==> src/rtl/baud_pkg.sv <==
package baud_pkg;
    localparam int DIV_W_DEF = 12;
    localparam int PRE_W_DEF = 4;
    localparam int CFG_W_DEF = DIV_W_DEF + 3;

    // Configuration word builder: rounded divisor, prescaler when it overflows.
    function automatic logic [CFG_W_DEF-1:0] calc_cfg_word(input longint sys_hz, input longint baud);
        longint n;
        logic   pre;
        logic [CFG_W_DEF-1:0] w;
        n   = ((sys_hz / 16) + (baud / 2)) / baud;
        pre = 1'b0;
        if (n > (longint'(1) << DIV_W_DEF)) begin
            pre = 1'b1;
            n   = (n + 8) / 16;
        end
        w = '0;
        w[DIV_W_DEF+1]   = 1'b1;
        w[DIV_W_DEF:1]   = DIV_W_DEF'(n - 1);
        w[0]             = pre;
        return w;
    endfunction
endpackage

==> src/rtl/baud_cfg_reg.sv <==
module baud_cfg_reg #(
    parameter int DIV_W = baud_pkg::DIV_W_DEF,
    localparam int CFG_W = DIV_W + 3
) (
    input  logic             clk,
    input  logic             rst_n,
    input  logic             we,
    input  logic [CFG_W-1:0] wdata,
    output logic             q_pre,
    output logic             q_en,
    output logic             q_srst,
    output logic [DIV_W-1:0] nx_div
);
    typedef struct packed {
        logic [CFG_W-1:0] word;
    } cfg_state_t;

    cfg_state_t st_d, st_q;

    always_comb begin
        st_d = st_q;
        if (we) st_d.word = wdata;
    end

    always_ff @(posedge clk or negedge rst_n) begin
        if (!rst_n) st_q <= '0;
        else        st_q <= st_d;
    end

    assign q_pre  = st_q.word[0];
    assign q_en   = st_q.word[DIV_W+1];
    assign q_srst = st_q.word[DIV_W+2];
    assign nx_div = st_d.word[DIV_W:1];

    // a write is taken whole on the next edge
    a_r7_write_taken: assert property (@(posedge clk) disable iff (!rst_n)
        $past(we) |-> st_q.word == $past(wdata));
endmodule

==> src/rtl/baud_prescale.sv <==
module baud_prescale #(
    parameter int PRE_W = baud_pkg::PRE_W_DEF
) (
    input  logic clk,
    input  logic rst_n,
    input  logic run,
    input  logic use_pre,
    output logic step
);
    localparam logic [PRE_W-1:0] PRE_TOP = '1;

    typedef struct packed {
        logic [PRE_W-1:0] cnt;
    } pre_state_t;

    pre_state_t st_d, st_q;

    always_comb begin
        st_d = st_q;
        step = 1'b0;
        if (!run || !use_pre) begin
            st_d.cnt = PRE_TOP;
            step     = run;
        end else if (st_q.cnt == '0) begin
            st_d.cnt = PRE_TOP;
            step     = 1'b1;
        end else begin
            st_d.cnt = st_q.cnt - 1'b1;
        end
    end

    always_ff @(posedge clk or negedge rst_n) begin
        if (!rst_n) st_q <= '{cnt: PRE_TOP};
        else        st_q <= st_d;
    end

    // a prescaled step never repeats on the following cycle
    a_r5_step_spaced: assert property (@(posedge clk) disable iff (!rst_n)
        (run && use_pre && $past(run && use_pre && step)) |-> !step);
endmodule

==> src/rtl/baud_divider.sv <==
module baud_divider #(
    parameter int DIV_W = baud_pkg::DIV_W_DEF
) (
    input  logic             clk,
    input  logic             rst_n,
    input  logic             run,
    input  logic             step,
    input  logic [DIV_W-1:0] reload,
    output logic             tick
);
    typedef struct packed {
        logic [DIV_W-1:0] cnt;
        logic             tick;
    } div_state_t;

    div_state_t st_d, st_q;

    always_comb begin
        st_d      = st_q;
        st_d.tick = 1'b0;
        if (!run) begin
            st_d.cnt = reload;
        end else if (step) begin
            if (st_q.cnt == '0) begin
                st_d.cnt  = reload;
                st_d.tick = 1'b1;
            end else begin
                st_d.cnt = st_q.cnt - 1'b1;
            end
        end
    end

    always_ff @(posedge clk or negedge rst_n) begin
        if (!rst_n) st_q <= '0;
        else        st_q <= st_d;
    end

    assign tick = st_q.tick;

    // a held generator gives no tick on the next cycle
    a_r2_idle_quiet: assert property (@(posedge clk) disable iff (!rst_n)
        !run |=> !tick);
    // a tick only follows a counted step
    a_r4_tick_from_step: assert property (@(posedge clk) disable iff (!rst_n)
        tick |-> $past(run && step));
    // a step above zero does not tick
    a_r4_no_early_tick: assert property (@(posedge clk) disable iff (!rst_n)
        (run && step && st_q.cnt != '0) |=> !tick);
endmodule

==> src/rtl/baud_tick_gen.sv <==
module baud_tick_gen #(
    parameter int DIV_W = baud_pkg::DIV_W_DEF,
    parameter int PRE_W = baud_pkg::PRE_W_DEF,
    localparam int CFG_W = DIV_W + 3
) (
    input  logic             clk,
    input  logic             rst_n,
    input  logic             cfg_we,
    input  logic [CFG_W-1:0] cfg_wdata,
    output logic             tick_o
);
    logic             q_pre, q_en, q_srst;
    logic [DIV_W-1:0] nx_div;
    logic             run, step;

    baud_cfg_reg #(.DIV_W(DIV_W)) u_cfg (
        .clk(clk), .rst_n(rst_n), .we(cfg_we), .wdata(cfg_wdata),
        .q_pre(q_pre), .q_en(q_en), .q_srst(q_srst), .nx_div(nx_div)
    );

    // a write cycle restarts both counters from their reload values
    assign run = q_en && !q_srst && !cfg_we;

    baud_prescale #(.PRE_W(PRE_W)) u_pre (
        .clk(clk), .rst_n(rst_n), .run(run), .use_pre(q_pre), .step(step)
    );

    baud_divider #(.DIV_W(DIV_W)) u_div (
        .clk(clk), .rst_n(rst_n), .run(run), .step(step),
        .reload(nx_div), .tick(tick_o)
    );

    // soft reset silences the output
    a_r3_srst_quiet: assert property (@(posedge clk) disable iff (!rst_n)
        $past(q_srst) && q_srst |-> !tick_o);
endmodule

==> config.mk <==
export PLATFORM = sky130hd
export DESIGN_NAME = baud_tick_gen
export DESIGN_NICKNAME = d
export VERILOG_FILES = /design/src/rtl/baud_pkg.sv /design/src/rtl/baud_cfg_reg.sv /design/src/rtl/baud_prescale.sv /design/src/rtl/baud_divider.sv /design/src/rtl/baud_tick_gen.sv
export SDC_FILE = /design/constraint.sdc
export NUM_CORES = 1
export LEC_CHECK = 0
export ABC_AREA = 1
export BUFFER_PORTS_ARGS = -buffer_cell sky130_fd_sc_hd__buf_2
export CAP_MARGIN = 0
export CELL_PAD_IN_SITES_DETAIL_PLACEMENT = 1
export CELL_PAD_IN_SITES_GLOBAL_PLACEMENT = 2
export CORE_MARGIN = 2
export CORE_UTILIZATION = 30
export DETAILED_ROUTE_END_ITERATION = 8
export PLACE_DENSITY_LB_ADDON = 0.1
export SYNTH_ARGS = -nofsm -noshare
export SYNTH_HDL_FRONTEND = slang
export SYNTH_SLANG_ARGS = --single-unit
==> constraint.sdc <==
create_clock -name clk -period 1.72 [get_ports clk]
set_input_delay 0.172 -clock clk [delete_from_list [all_inputs] [get_ports clk]]
set_output_delay 0.172 -clock clk [all_outputs]
set_load 0.02 [all_outputs]
==> impl_metrics.csv <==
group,metric,value,unit
synthesis,synthTopCellsByArea,"dfrtp_1 38%, nand2_1 20%, inv_1 7.3%",
synthesis,synth_simple_gate_area_share,38.3,%
sta,layout_min_cycle_time,1.57,ns
worst_setup_path,crit_top_cell,"nor2_4",
sta,setup_tns,0,ns
synthesis,synthArstFlopShare,100,%
sta,finalMaxSlewViolations,0,
synthesis,synth_cell_type_count,24,
layout,diodes,0,
clocking,clock-sinks,32,
layout,areaGrowthSynthToFinish,19.8,%
layout,register_area,806,µm²
flow_run,max-cap-violations,0,
layout,multi_input_comb_area,896,µm²
power_and_ir_drop,powerDensity,836,mW/mm²
synthesis,syn-num-nets,278,
synthesis,yosys_warnings,0,
synthesis,ys_seq_elements,32,
worst_setup_path,critPathCapture,"u_div.st_q[5]",
global_routing,grt_pass1_vias,1741,
detailed_routing,routed_wl,4.82,mm
sta,fin_ws,0.152,ns
worst_setup_path,worst_setup_path_end_kind,"register",
synthesis,ys.flop_type,"dfrtp_1",
power_and_ir_drop,internal_power,1280,µW
placement,io_buffer_count,18,
worst_setup_path,reg2reg_depth,8,
floorplanning,pin_count,19,
layout,finalInstanceArea,0.00223,mm²
clocking,cts_buffer_depth,2,
power_and_ir_drop,p_leak,0.00113,µW
worst_setup_path,r2r_end,"u_div.st_q[5]",
worst_setup_path,start_kind,"register",
worst_setup_path,timing.rr.start,"u_div.st_q[1]",
worst_setup_path,cp.required,1.93,ns
worst_setup_path,cp.arrival,1.78,ns
synthesis,synth_area,0.00186,mm²
sta,worst_hold_slack,0.0922,ns
sta,fin_crit_sh,91.2,%
sta,hold_violations,0,
power_and_ir_drop,p_sw,579,µW
global_routing,track_usage,16.4,%
sta,relSlewSlack,69.2,%
sta,setup_viol,0,
detailed_routing,wl_per_cell,13.2,µm
detailed_routing,route.detailed.drc,0,
placement,dp_slack,0.0961,ns
synthesis,syn_avg_cell_area,7.23,µm²
layout,fillCellCount,784,
synthesis,synth-edff-count,0,
detailed_routing,drt_first_pass_iters,4,
detailed_routing,ant_nets,0,
layout,drive_above_1_share,19.6,%
worst_setup_path,path_buf_inv,1,
worst_setup_path,crit_type,"reg2reg",
placement,hpwl,3.74,mm
floorplanning,dieArea,0.00684,mm²
synthesis,synthXorXnorAreaFrac,1.89,%
synthesis,synth_compound_area_share,5.45,%
placement,place_inst,355,
worst_setup_path,crit_slowest_cell,"dfrtp_1",
power_and_ir_drop,p_clk_share,33.6,%
clocking,cts_buffers,5,
detailed_routing,vias,1691,
clocking,path_clk_slew,0.07,ns
synthesis,yosysSeqAreaShare,43.4,%
power_and_ir_drop,sw_frac_of_total,31.1,%
synthesis,post-synth-top-count-cell,"nand2_1",
placement,gp_congestion,0.755,
clocking,htree_levels,2,
clocking,cts_tree,"done",
global_routing,antenna_found_initial,0,
global_routing,grt_max_degree,33,
sta,max_freq,0.638,GHz
worst_setup_path,slowest_delay,0.41,ns
layout,stdcell_count,366,
global_routing,overflow,0,
floorplanning,start_util,31.2,%
worst_setup_path,worst-path-stages,8,
worst_setup_path,startpoint,"u_div.st_q[1]",
power_and_ir_drop,power_frac_seq,47.2,%
worst_setup_path,crit_family,"simple AND/OR/NAND/NOR gates",
synthesis,synth_fa_ha_area_share,2.02,%
worst_setup_path,path_cells,"inv_2 -> ha_1 -> nand3_1 -> nor2_4 -> nand2_2 -> nor2_4 -> nand2_1 -> nand3b_1",
floorplanning,die_w,82.7,µm
worst_setup_path,reg2reg_slack,0.15,ns
synthesis,ys_top_cells_by_count,"99 x nand2_1, 36 x inv_1, 28 x dfrtp_1, 26 x nand3_1, 17 x o21ai_0",
clocking,root_buffer,"clkbuf_8",
placement,place_area,0.00208,mm²
power_and_ir_drop,p_comb_share,19.2,%
clocking,clk_latency,0.28,ns
synthesis,synth_mux_area_share,0,%
detailed_routing,routed_via_density,4.62,
sta,rsz0062_at_grt,"no",
synthesis,synth_top_family_by_area,"simple AND/OR/NAND/NOR gates",
worst_setup_path,crit_fanout,6,
synthesis,yosysTopAreaCell,"dfrtp_1",
detailed_routing,drtIter0Drc,55,
floorplanning,rows,28,
synthesis,synthesis.instances,257,
sta,skew,0.00773,ns
floorplanning,die-height,82.7,µm
hold_path,hold_class,"in2reg",
power_and_ir_drop,peakVddDrop,468,µV
global_routing,grt_pass1_wl,8.43,mm
synthesis,synth_top_area_share,37.7,%
floorplanning,coreArea,0.00596,mm²
layout,fin_nets,311,
status,status,"finished, final reports clean",
sta,worstMarginPinSlew,0.458,ns
-- cells by family (layout without fill, tap and decap cells) --
logic type      Yosys count  after routing
buf+inv                  42             76
flops                    32             32
fa+ha+maj                 3              3
compound gates           19             19
xor+xnor                  4              4
simple gates            157            157
-- power groups by stage --
| stage | registers [µW] | logic (µW) | clock network (µW) |
|---|---|---|---|
| after detailed placement | 893 | 355 | 0 |
| after global placement | 891 | 352 | 0 |
| final | 878 | 358 | 625 |
| after global routing | 888 | 422 | 681 |
| after CTS | 879 | 359 | 654 |
| after floorplan | 877 | 231 | 0 |
-- state kept, by name, indices dropped and copies added, names as in the netlist --
name / count
u_div.tick: 1
u_pre.st_q: 4
u_div.st_q: 12
u_cfg.st_q: 15
-- final cells by class --
class                      instances  area share (%)
sequential                        32            36.2
tap                               75            4.22
multi-input combinational        183            40.2
clock inverter                     1           0.337
timing repair buffer              29            8.43
inverter                          39            6.69
clock buffer                       7            3.88
-- how the worst min path moves through the flow --
| stage | startpoint | end | slack, ns | cells after the start |
|---|---|---|---|---|
| CTS | cfg_wdata[0] | u_cfg.st_q[0] | 0.09 | 3 |
| floorplan | rst_n | u_cfg.st_q[0] | -0.12 | 0 |
| detailed placement | rst_n | u_div.tick | 0.23 | 2 |
| finish | cfg_wdata[13] | u_cfg.st_q[13] | 0.09 | 3 |
| global route | cfg_wdata[14] | u_cfg.st_q[14] | 0.11 | 3 |
| global placement | rst_n | u_div.tick | 0.23 | 2 |
-- placed cells by master (no fill, tap or decap), types with 2 or more instances in the layout --
cell	count
buf_2	18
inv_1	35
nand3_1	26
xor2_1	3
inv_2	3
dfstp_2	4
buf_4	9
dfrtp_1	28
clkbuf_8	6
nand4_1	2
nand2_1	97
nor2_1	11
nor2_2	3
or2_0	2
nand2_2	4
nor2_4	5
o21ai_0	17
nand3b_1	5
ha_1	3
-- stage by stage --
| stage | power, µW | util, % |
|---|---|---|
| 3_5_place_dp | 1250 | 35.0 |
| 6_report | 1860 | 37.4 |
| 5_1_grt | 1990 | 37.4 |
| 4_1_cts | 1890 | 36.7 |
| 3_3_place_gp | 1240 | 35.0 |
| 2_1_floorplan | 1110 | - |
-- worst min-delay path, stage by stage --
cell and delay (ns):
buf_2 0.07, nand2_1 0.04, nand2_1 0.05
-- layer usage --
| metal | track usage (%) | share of wire (%) | vias up |
|---|---|---|---|
| met2 | 25.8 | 44 | 18 |
| li1 | - | - | 856 |
| met5 | 0 | 0 | - |
| met4 | 3.44 | 0.71 | 0 |
| met1 | 23.4 | 52 | 813 |
| met3 | 3.26 | 3.4 | 4 |
-- timing repair --
action                                  4_1_cts  5_1_grt
setup buffers                                 0        2
endpoints found under the setup margin        0       10
hold buffers                                  1        0
gates resized for setup                       0        4
endpoints found under the hold margin        28        0
No activity file was read; power rests on OpenSTA's default activity.
